`config.mk`:
```
export PLATFORM = sky130hd
export DESIGN_NAME = qspi_master
export DESIGN_NICKNAME = d
export VERILOG_FILES = /design/src/rtl/qspi_pkg.sv /design/src/rtl/qspi_regfile.sv /design/src/rtl/qspi_shifter.sv /design/src/rtl/qspi_sequencer.sv /design/src/rtl/qspi_master.sv
export SDC_FILE = /design/constraint.sdc
export NUM_CORES = 1
export LEC_CHECK = 0
export ABC_AREA = 1
export BUFFER_PORTS_ARGS = -buffer_cell sky130_fd_sc_hd__buf_2
export CORE_UTILIZATION = 40
export CTS_CLUSTER_DIAMETER = 40
export DETAILED_ROUTE_END_ITERATION = 10
export SLEW_MARGIN = 20
export SYNTH_ARGS = -nofsm -noshare
export SYNTH_HDL_FRONTEND = slang
export SYNTH_SLANG_ARGS = --single-unit
```
`constraint.sdc`:
```
create_clock -name clk -period 15.7 [get_ports clk]
set_input_delay 3.14 -clock clk [delete_from_list [all_inputs] [get_ports clk]]
set_output_delay 3.14 -clock clk [all_outputs]
set_load 0.05 [all_outputs]
```
`src/rtl/qspi_pkg.sv`:
```
package qspi_pkg;
  // Address regions selected by the two top address bits
  localparam int unsigned REGION_TX  = 0;
  localparam int unsigned REGION_CMD = 1;
  localparam int unsigned REGION_RX  = 2;
  localparam int unsigned REGION_CTL = 3;

  // Offsets inside the control region
  localparam int OFS_DIV   = 0;
  localparam int OFS_START = 1;
  localparam int OFS_END   = 2;
  localparam int OFS_IEN   = 3;
  localparam int OFS_WRAP  = 4;
  localparam int OFS_RUN   = 5;
  localparam int OFS_STAT  = 6;

  localparam int DIV_RESET = 4;
  localparam int DIV_MIN   = 2;

  typedef enum logic [1:0] {
    SQ_OFF,
    SQ_READY,
    SQ_XFER,
    SQ_HALT
  } seq_state_e;
endpackage

```
`src/rtl/qspi_regfile.sv`:
```
module qspi_regfile
  import qspi_pkg::*;
#(
  parameter int QDEPTH = 16,
  parameter int DATA_W = 8,
  parameter int DIV_W  = 8,
  parameter int CS_W   = 2,
  localparam int PTR_W  = $clog2(QDEPTH),
  localparam int ADDR_W = PTR_W + 2
) (
  input  logic              clk,
  input  logic              rst_n,
  input  logic              bus_we,
  input  logic [ADDR_W-1:0] bus_addr,
  input  logic [DATA_W-1:0] bus_wdata,
  output logic [DATA_W-1:0] bus_rdata,
  input  logic              rx_we,
  input  logic [PTR_W-1:0]  rx_idx,
  input  logic [DATA_W-1:0] rx_data,
  input  logic              set_fin,
  input  logic              set_hack,
  input  logic              clr_en,
  input  logic [PTR_W-1:0]  rd_idx,
  output logic [DATA_W-1:0] tx_word,
  output logic [CS_W-1:0]   cs_sel,
  output logic [DIV_W-1:0]  div,
  output logic [PTR_W-1:0]  start_ptr,
  output logic [PTR_W-1:0]  end_ptr,
  output logic              wrap_en,
  output logic              run_en,
  output logic              halt_req,
  output logic              irq
);
  logic [DATA_W-1:0] tx_mem  [QDEPTH];
  logic [DATA_W-1:0] cmd_mem [QDEPTH];
  logic [DATA_W-1:0] rx_mem  [QDEPTH];

  logic [1:0]       region;
  logic [PTR_W-1:0] slot;
  logic             wr_tx, wr_cmd, wr_ctl;

  assign region = bus_addr[ADDR_W-1 -: 2];
  assign slot   = bus_addr[PTR_W-1:0];
  assign wr_tx  = bus_we && (region == 2'(REGION_TX));
  assign wr_cmd = bus_we && (region == 2'(REGION_CMD));
  assign wr_ctl = bus_we && (region == 2'(REGION_CTL));
  // receive region has no bus write path

  always_ff @(posedge clk or negedge rst_n) begin
    if (!rst_n) begin
      for (int i = 0; i < QDEPTH; i++) begin
        tx_mem[i]  <= '0;
        cmd_mem[i] <= '0;
        rx_mem[i]  <= '0;
      end
    end else begin
      if (wr_tx)  tx_mem[slot]  <= bus_wdata;
      if (wr_cmd) cmd_mem[slot] <= bus_wdata;
      if (rx_we)  rx_mem[rx_idx] <= rx_data;
    end
  end

  logic [DIV_W-1:0] div_q, div_d;
  logic [PTR_W-1:0] start_q, start_d, end_q, end_d;
  logic ien_q, ien_d, wrap_q, wrap_d, en_q, en_d, halt_q, halt_d;
  logic fin_q, fin_d, hack_q, hack_d;

  always_comb begin
    div_d   = div_q;
    start_d = start_q;
    end_d   = end_q;
    ien_d   = ien_q;
    wrap_d  = wrap_q;
    en_d    = en_q;
    halt_d  = halt_q;
    fin_d   = fin_q;
    hack_d  = hack_q;
    if (wr_ctl) begin
      case (int'(slot))
        OFS_DIV:   div_d   = bus_wdata[DIV_W-1:0];
        OFS_START: start_d = bus_wdata[PTR_W-1:0];
        OFS_END:   end_d   = bus_wdata[PTR_W-1:0];
        OFS_IEN:   ien_d   = bus_wdata[0];
        OFS_WRAP:  wrap_d  = bus_wdata[0];
        OFS_RUN: begin
          en_d   = bus_wdata[0];
          halt_d = bus_wdata[1];
        end
        OFS_STAT: begin
          if (bus_wdata[0]) fin_d  = 1'b0;
          if (bus_wdata[1]) hack_d = 1'b0;
        end
        default: ;
      endcase
    end
    if (clr_en && !(wr_ctl && int'(slot) == OFS_RUN)) en_d = 1'b0;
    if (set_fin)  fin_d  = 1'b1;
    if (set_hack) hack_d = 1'b1;
  end

  always_ff @(posedge clk or negedge rst_n) begin
    if (!rst_n) begin
      div_q   <= DIV_W'(DIV_RESET);
      start_q <= '0;
      end_q   <= '0;
      ien_q   <= 1'b0;
      wrap_q  <= 1'b0;
      en_q    <= 1'b0;
      halt_q  <= 1'b0;
      fin_q   <= 1'b0;
      hack_q  <= 1'b0;
    end else begin
      div_q   <= div_d;
      start_q <= start_d;
      end_q   <= end_d;
      ien_q   <= ien_d;
      wrap_q  <= wrap_d;
      en_q    <= en_d;
      halt_q  <= halt_d;
      fin_q   <= fin_d;
      hack_q  <= hack_d;
    end
  end

  always_comb begin
    bus_rdata = '0;
    case (int'(region))
      REGION_TX:  bus_rdata = tx_mem[slot];
      REGION_CMD: bus_rdata = cmd_mem[slot];
      REGION_RX:  bus_rdata = rx_mem[slot];
      default: begin
        case (int'(slot))
          OFS_DIV:   bus_rdata = DATA_W'(div_q);
          OFS_START: bus_rdata = DATA_W'(start_q);
          OFS_END:   bus_rdata = DATA_W'(end_q);
          OFS_IEN:   bus_rdata = DATA_W'(ien_q);
          OFS_WRAP:  bus_rdata = DATA_W'(wrap_q);
          OFS_RUN:   bus_rdata = DATA_W'({halt_q, en_q});
          OFS_STAT:  bus_rdata = DATA_W'({hack_q, fin_q});
          default:   bus_rdata = '0;
        endcase
      end
    endcase
  end

  assign tx_word   = tx_mem[rd_idx];
  assign cs_sel    = cmd_mem[rd_idx][CS_W-1:0];
  assign div       = div_q;
  assign start_ptr = start_q;
  assign end_ptr   = end_q;
  assign wrap_en   = wrap_q;
  assign run_en    = en_q;
  assign halt_req  = halt_q;
  assign irq       = fin_q & ien_q;


  fin_only_hw_set_chk: assert property (@(posedge clk) disable iff (!rst_n)
    $rose(fin_q) |-> $past(set_fin));

  hack_only_hw_set_chk: assert property (@(posedge clk) disable iff (!rst_n)
    $rose(hack_q) |-> $past(set_hack));
endmodule

```
`src/rtl/qspi_shifter.sv`:
```
module qspi_shifter #(
  parameter int DATA_W = 8,
  parameter int DIV_W  = 8,
  parameter int NUM_CS = 4,
  localparam int CS_W      = $clog2(NUM_CS),
  localparam int LAST_HALF = 2 * DATA_W - 1,
  localparam int HALF_W    = $clog2(2 * DATA_W)
) (
  input  logic              clk,
  input  logic              rst_n,
  input  logic              start,
  input  logic [DIV_W-1:0]  div,
  input  logic [DATA_W-1:0] tx_word,
  input  logic [CS_W-1:0]   cs_sel,
  input  logic              miso,
  output logic              busy,
  output logic              done,
  output logic [DATA_W-1:0] rx_word,
  output logic              sck,
  output logic              mosi,
  output logic [NUM_CS-1:0] pcs_n
);
  logic              busy_q, busy_d, done_q, done_d, sck_q, sck_d;
  logic [DIV_W-1:0]  cnt_q, cnt_d, divl_q, divl_d;
  logic [HALF_W-1:0] half_q, half_d;
  logic [DATA_W-1:0] sh_q, sh_d, rx_q, rx_d;
  logic [CS_W-1:0]   cs_q, cs_d;

  always_comb begin
    busy_d = busy_q;
    done_d = 1'b0;
    sck_d  = sck_q;
    cnt_d  = cnt_q;
    divl_d = divl_q;
    half_d = half_q;
    sh_d   = sh_q;
    rx_d   = rx_q;
    cs_d   = cs_q;
    if (!busy_q) begin
      if (start) begin
        busy_d = 1'b1;
        cnt_d  = '0;
        half_d = '0;
        sck_d  = 1'b0;
        sh_d   = tx_word;
        rx_d   = '0;
        cs_d   = cs_sel;
        divl_d = div;
      end
    end else if (cnt_q == divl_q - DIV_W'(1)) begin
      cnt_d  = '0;
      half_d = half_q + HALF_W'(1);
      sck_d  = ~sck_q;
      if (!sck_q) begin
        rx_d = {rx_q[DATA_W-2:0], miso};
      end else begin
        sh_d = sh_q << 1;
        if (half_q == HALF_W'(LAST_HALF)) begin
          busy_d = 1'b0;
          done_d = 1'b1;
        end
      end
    end else begin
      cnt_d = cnt_q + DIV_W'(1);
    end
  end

  always_ff @(posedge clk or negedge rst_n) begin
    if (!rst_n) begin
      busy_q <= 1'b0;
      done_q <= 1'b0;
      sck_q  <= 1'b0;
      cnt_q  <= '0;
      divl_q <= '0;
      half_q <= '0;
      sh_q   <= '0;
      rx_q   <= '0;
      cs_q   <= '0;
    end else begin
      busy_q <= busy_d;
      done_q <= done_d;
      sck_q  <= sck_d;
      cnt_q  <= cnt_d;
      divl_q <= divl_d;
      half_q <= half_d;
      sh_q   <= sh_d;
      rx_q   <= rx_d;
      cs_q   <= cs_d;
    end
  end

  for (genvar g = 0; g < NUM_CS; g++) begin : g_cs
    assign pcs_n[g] = !(busy_q && (cs_q == CS_W'(g)));
  end

  assign busy    = busy_q;
  assign done    = done_q;
  assign rx_word = rx_q;
  assign sck     = sck_q;
  assign mosi    = sh_q[DATA_W-1];


  sck_only_in_xfer_chk: assert property (@(posedge clk) disable iff (!rst_n)
    sck_q |-> busy_q);

  single_cs_chk: assert property (@(posedge clk) disable iff (!rst_n)
    $onehot0(~pcs_n));
endmodule

```
`src/rtl/qspi_sequencer.sv`:
```
module qspi_sequencer
  import qspi_pkg::*;
#(
  parameter int QDEPTH = 16,
  parameter int DIV_W  = 8,
  localparam int PTR_W = $clog2(QDEPTH)
) (
  input  logic             clk,
  input  logic             rst_n,
  input  logic             run_en,
  input  logic             halt_req,
  input  logic             wrap_en,
  input  logic [PTR_W-1:0] start_ptr,
  input  logic [PTR_W-1:0] end_ptr,
  input  logic [DIV_W-1:0] div,
  input  logic             shift_busy,
  input  logic             shift_done,
  output logic [PTR_W-1:0] ptr,
  output logic             xfer_start,
  output logic             rx_we,
  output logic             set_fin,
  output logic             set_hack,
  output logic             clr_en
);
  seq_state_e       state_q, state_d;
  logic [PTR_W-1:0] ptr_q, ptr_d, endl_q, endl_d;

  always_comb begin
    state_d    = state_q;
    ptr_d      = ptr_q;
    endl_d     = endl_q;
    xfer_start = 1'b0;
    rx_we      = 1'b0;
    set_fin    = 1'b0;
    set_hack   = 1'b0;
    clr_en     = 1'b0;
    unique case (state_q)
      SQ_OFF: begin
        if (run_en) begin
          ptr_d   = start_ptr;
          state_d = SQ_READY;
        end
      end
      SQ_READY: begin
        if (!run_en) begin
          state_d = SQ_OFF;
        end else if (halt_req) begin
          set_hack = 1'b1;
          state_d  = SQ_HALT;
        end else if (div >= DIV_W'(DIV_MIN)) begin
          xfer_start = 1'b1;
          endl_d     = end_ptr;
          state_d    = SQ_XFER;
        end
      end
      SQ_XFER: begin
        if (shift_done) begin
          rx_we = 1'b1;
          if (ptr_q == endl_q) begin
            set_fin = 1'b1;
            ptr_d   = start_ptr;
            if (wrap_en) begin
              state_d = SQ_READY;
            end else begin
              clr_en  = 1'b1;
              state_d = SQ_OFF;
            end
          end else begin
            ptr_d   = ptr_q + PTR_W'(1);
            state_d = SQ_READY;
          end
        end
      end
      SQ_HALT: begin
        if (!run_en)        state_d = SQ_OFF;
        else if (!halt_req) state_d = SQ_READY;
      end
      default: state_d = SQ_OFF;
    endcase
  end

  always_ff @(posedge clk or negedge rst_n) begin
    if (!rst_n) begin
      state_q <= SQ_OFF;
      ptr_q   <= '0;
      endl_q  <= '0;
    end else begin
      state_q <= state_d;
      ptr_q   <= ptr_d;
      endl_q  <= endl_d;
    end
  end

  assign ptr = ptr_q;


  halt_at_boundary_chk: assert property (@(posedge clk) disable iff (!rst_n)
    (state_q == SQ_HALT) |-> !shift_busy);

  stop_after_end_chk: assert property (@(posedge clk) disable iff (!rst_n)
    (state_q == SQ_XFER && shift_done && ptr_q == endl_q && !wrap_en) |=> !run_en);
endmodule

```
`src/rtl/qspi_master.sv`:
```
module qspi_master #(
  parameter int QDEPTH = 16,
  parameter int DATA_W = 8,
  parameter int DIV_W  = 8,
  parameter int NUM_CS = 4,
  localparam int PTR_W  = $clog2(QDEPTH),
  localparam int ADDR_W = PTR_W + 2,
  localparam int CS_W   = $clog2(NUM_CS)
) (
  input  logic              clk,
  input  logic              rst_n,
  input  logic              bus_we,
  input  logic [ADDR_W-1:0] bus_addr,
  input  logic [DATA_W-1:0] bus_wdata,
  output logic [DATA_W-1:0] bus_rdata,
  output logic              sck,
  output logic              mosi,
  input  logic              miso,
  output logic [NUM_CS-1:0] pcs_n,
  output logic              irq
);
  // reset: asserted asynchronously, released on a clock edge
  logic [1:0] rst_sync_q;
  logic       rst_core_n;
  always_ff @(posedge clk or negedge rst_n) begin
    if (!rst_n) rst_sync_q <= '0;
    else        rst_sync_q <= {rst_sync_q[0], 1'b1};
  end
  assign rst_core_n = rst_sync_q[1];

  logic [PTR_W-1:0]  ptr, start_ptr, end_ptr;
  logic [DIV_W-1:0]  div;
  logic [DATA_W-1:0] tx_word, rx_word;
  logic [CS_W-1:0]   cs_sel;
  logic wrap_en, run_en, halt_req;
  logic xfer_start, rx_we, set_fin, set_hack, clr_en;
  logic sh_busy, sh_done;

  qspi_regfile #(.QDEPTH(QDEPTH), .DATA_W(DATA_W), .DIV_W(DIV_W), .CS_W(CS_W)) u_regs (
    .clk(clk), .rst_n(rst_core_n),
    .bus_we(bus_we), .bus_addr(bus_addr), .bus_wdata(bus_wdata), .bus_rdata(bus_rdata),
    .rx_we(rx_we), .rx_idx(ptr), .rx_data(rx_word),
    .set_fin(set_fin), .set_hack(set_hack), .clr_en(clr_en),
    .rd_idx(ptr), .tx_word(tx_word), .cs_sel(cs_sel),
    .div(div), .start_ptr(start_ptr), .end_ptr(end_ptr),
    .wrap_en(wrap_en), .run_en(run_en), .halt_req(halt_req), .irq(irq)
  );

  qspi_sequencer #(.QDEPTH(QDEPTH), .DIV_W(DIV_W)) u_seq (
    .clk(clk), .rst_n(rst_core_n),
    .run_en(run_en), .halt_req(halt_req), .wrap_en(wrap_en),
    .start_ptr(start_ptr), .end_ptr(end_ptr), .div(div),
    .shift_busy(sh_busy), .shift_done(sh_done),
    .ptr(ptr), .xfer_start(xfer_start), .rx_we(rx_we),
    .set_fin(set_fin), .set_hack(set_hack), .clr_en(clr_en)
  );

  qspi_shifter #(.DATA_W(DATA_W), .DIV_W(DIV_W), .NUM_CS(NUM_CS)) u_shift (
    .clk(clk), .rst_n(rst_core_n),
    .start(xfer_start), .div(div), .tx_word(tx_word), .cs_sel(cs_sel), .miso(miso),
    .busy(sh_busy), .done(sh_done), .rx_word(rx_word),
    .sck(sck), .mosi(mosi), .pcs_n(pcs_n)
  );


  legal_div_at_launch_chk: assert property (@(posedge clk) disable iff (!rst_core_n)
    $rose(sh_busy) |-> ($past(div) >= DIV_W'(2)));
endmodule

```
==> summary.md <==
| Metric | Value |
|---|---|
| Status | finished, final reports clean |
| Post-CTS repair timing setup buffer count | 0 |
| Static Leak | approximately 12 nW |
| Setup tns final | 0 ps |
| Worst R2R End | u_shift.sh_q[4] |
| Slew headroom | a little under a quarter |
| Synth Instances | around 2800 |
| Final HPWL DP | between 40000 and 50000 um |
| Distinct cells, synth | 39 |
| Data arrival time of the worst path | roughly 6300 ps |
| Worst r2r src | u_seq.ptr[0] |
| Reg2Reg Depth | 10 |
| Syn Nets | between 2000 and 3000 |
| Hold Crit Class | flop to flop |
| Critical hold path startpoint | rst_sync_q[0] |
| Switch share | around a third |
| Int Power | about 2.6 mW |
| Antenna Violating Nets Remaining | 0 |
| Hold Path Sink | rst_sync_q[1] |
| PortBufs | 32 |
| Final hold viol count | 0 |
| Crit-path max FO | 71 |
| Critical Path Start Type | primary input |
| Clock transition at the registers of the reported paths | 50 ps |
| Initial Util | about 40% |
| WL/cell | between 15 and 20 um |
| Die height | ~240 um |
| Register area share after synthesis | between 50% and 60% |
| Largest family of logic cells by synthesized area | simple AND/OR/NAND/NOR gates |
| Critical Path End Type | output pin |
| Clk root buf | clkbuf_16 |
| Final total power | ~4 mW |
| Max Freq | 106 MHz |
| Period utilization | 59.8% |
| # clock sinks | around 460 |
| First-pass GRT wire length | between 100000 and 150000 um |
| DR iter-0 viols | ~2100 |
| DR vias | 19900 |
| DR DRC count | 0 |
| Final setup fails | 0 |
| Worst VDD drop | between 0.1 and 0.15 mV |
| Crit Path Class | primary input to output pin |
| Max-cap viol count | 0 |
| Synth Area in Simple Gates | 25.7% |
| RSZ-0062 raised after global routing | false |
| FP Rows | between 80 and 90 |
| CTS H-Tree Depth | 3 |
| Drt total wl | roughly 70000 um |
| Area share of fa/ha/maj cells after synthesis | less than 1% |
| Core area | approximately 54000 sq um |
| Largest net degree at the start of global routing | 182 |
| Avg Inst Size Synth | approximately 7.8 sq um |
| Overall Global Routing Usage | between 20% and 30% |
| Clock buffer depth | 3 |
| Number of synthesized register bits | roughly 460 |
| Share of layout cells above drive strength 1 | ~8.6% |
| Sw Pwr | ~1.4 mW |
| Hold buffers post-CTS | 0 |
| Die Area | between 50000 and 60000 sq um |
| P&R area growth vs syn | 14.4% |
| Post-CTS resize count | 0 |
| Chip Width | approximately 240 um |
| Hold path depth | 0 |
| Post-synthesis mux area share | less than 1% |
| WP data required | ~13000 ps |
| Antenna violations before repair | 1 |
| Crit path time final | 9390 ps |
| Num CTS Buffers | 76 |
| Final-stage net count | 2835 |
| Post-synthesis xor/xnor area fraction | less than 1% |
| Compound-Gate Fraction of Synth Area | between 10% and 20% |
| GPL Wtd Cong | just over 0.9 |
| Pwr Density | 158 nW/um^2 |
| Clk pwr share | a little over two fifths |
| Power share of the sequential group | 36.8% |
| Vias in the first global route | slightly below 20000 |
| Clk_lat worst skew | a little over 600 ps |
| R2r setup slk | around 13000 ps |
| Gr ovfl total | 0 |
| Vias/cell | 5.52 |
| Final Max Slew Viols | 0 |
| DRT Pass-1 Iters | 8 |
| Synth warnings | 0 |
| Ports | 33 |
| Combinational fraction of design power | 20.8% |
| CTS tree | built |
| Number of diodes | 0 |
| Final setup skew | approximately 40 ps |
| Tightest Pin Transition | between 1000 and 1500 ps |
| Mapped cell area | around 22000 sq um |
## power by group through the flow
stage | registers, mW | clock network [mW] | logic [mW]
6_report | 1.48 | 1.71 | 0.833
5_1_grt | 1.50 | 1.79 | 0.934
4_1_cts | 1.47 | 1.73 | 0.826
3_5_place_dp | 1.49 | 0 | 0.823
3_3_place_gp | 1.48 | 0 | 0.806
2_1_floorplan | 1.46 | 0 | 0.581
## flip-flops by register name, indices dropped and copies added, names as in the netlist, 4 cells and up
signal / count
u_regs.div: 8
u_regs.cmd_mem: 128
u_regs.tx_mem: 128
u_shift.half_q: 4
u_regs.end_ptr: 4
u_seq.ptr: 4
u_seq.endl_q: 4
u_shift.sh_q: 8
u_regs.start_ptr: 4
u_shift.divl_q: 8
u_shift.rx_word: 8
u_regs.rx_mem: 128
u_shift.cnt_q: 8
## stage by stage
stage | hold WS (ps) | cell area, sq um | cells | setup slack, ps | utilization, %
final | 347 | 25400 | 3609 | 6310 | 46.7
after global routing | 368 | 25400 | 3609 | 6160 | 46.7
after CTS | 349 | 25400 | 3609 | 6370 | 46.7
after detailed placement | 337 | 22700 | 3471 | 6370 | 41.9
after global placement | 336 | 22700 | 3471 | 6390 | 41.9
after floorplan | 331 | 22200 | 2845 | 1960 | -
## critical path, stage by stage
cell and delay (ps):
buf_2 160, inv_1 100, nor2_4 630, buf_4 880
nand2_1 100, nand4_1 130, nand2_1 110, nand2_1 140
o21ai_0 200, nand4_1 290, buf_2 310
## logic make-up after synthesis
logic type / Yosys count
fa+ha+maj: 7
buf+inv: 310
other cells: 1
flops: 459
mux: 1
compound gates: 665
simple gates: 1389
xor+xnor: 13
## synth_stat cells (all sizes together)
cell | n | share of area, %
conb | 1 | 0.017
nor2 | 164 | 3.0
ha | 7 | 0.39
dfstp | 1 | 0.12
nand3 | 97 | 2.2
a21oi | 53 | 1.2
o211ai | 24 | 0.81
o21ai | 531 | 12
a22oi | 30 | 1.0
xor2 | 9 | 0.36
a21boi | 1 | 0.034
clkbuf | 111 | 1.9
inv | 138 | 2.3
o221ai | 1 | 0.039
clkinv | 2 | 0.034
nand4 | 68 | 1.9
or2 | 2 | 0.056
buf | 59 | 1.6
nor3 | 9 | 0.32
xnor2 | 4 | 0.16
nand2 | 1049 | 18
a31oi | 2 | 0.056
dfrtp | 458 | 52
o22ai | 23 | 0.65
mux2 | 1 | 0.051
## layout by cell type, fill, tap and decap left out, types with 8 or more instances in the layout
cell / netlist / routed
buf_2: 47 / 32
xor2_1: 9 / 9
clkbuf_16: 0 / 81
clkinv_2: 0 / 8
inv_6: 0 / 11
o211ai_1: 24 / 24
nand4_1: 67 / 67
buf_4: 4 / 24
inv_2: 12 / 13
o21ai_1: 20 / 20
o22ai_1: 23 / 23
nand2_1: 1036 / 1036
o21ai_0: 510 / 510
nor2_1: 150 / 146
nand3_1: 95 / 95
dfrtp_1: 458 / 455
nand2_4: 9 / 9
inv_1: 126 / 124
a21oi_1: 53 / 53
a22oi_1: 30 / 30
nor2_2: 9 / 11
clkinvlp_4: 0 / 9
## final cells by class
cell class                 instances  area (sq um)
timing repair buffer              57           360
inverter                         140           526
clock buffer                      93          2120
sequential                       459         11500
multi-input combinational       2076          9450
tap                              739           925
fill                            5282         29000
clock inverter                    45           514
## how the worst max path moves through the flow
stage,start,end,slack (ps),cells past startpoint
global placement,bus_addr[1],bus_rdata[2],6390,11
detailed placement,bus_addr[1],bus_rdata[2],6370,11
global route,bus_addr[1],bus_rdata[2],6160,11
finish,bus_addr[1],bus_rdata[2],6310,11
CTS,bus_addr[1],bus_rdata[2],6370,11
floorplan,rst_sync_q[1],u_regs.cmd_mem[0],1960,0
## layer usage
| metal | share of wire [%] | vias up | global-route usage [%] |
|---|---|---|---|
| met5 | 0.016 | - | 0 |
| li1 | - | 9271 | - |
| met2 | 45 | 832 | 39.6 |
| met3 | 7.6 | 181 | 4.90 |
| met4 | 4.3 | 2 | 11.6 |
| met1 | 43 | 9618 | 34.7 |
(Power assumes the default switching activity.)
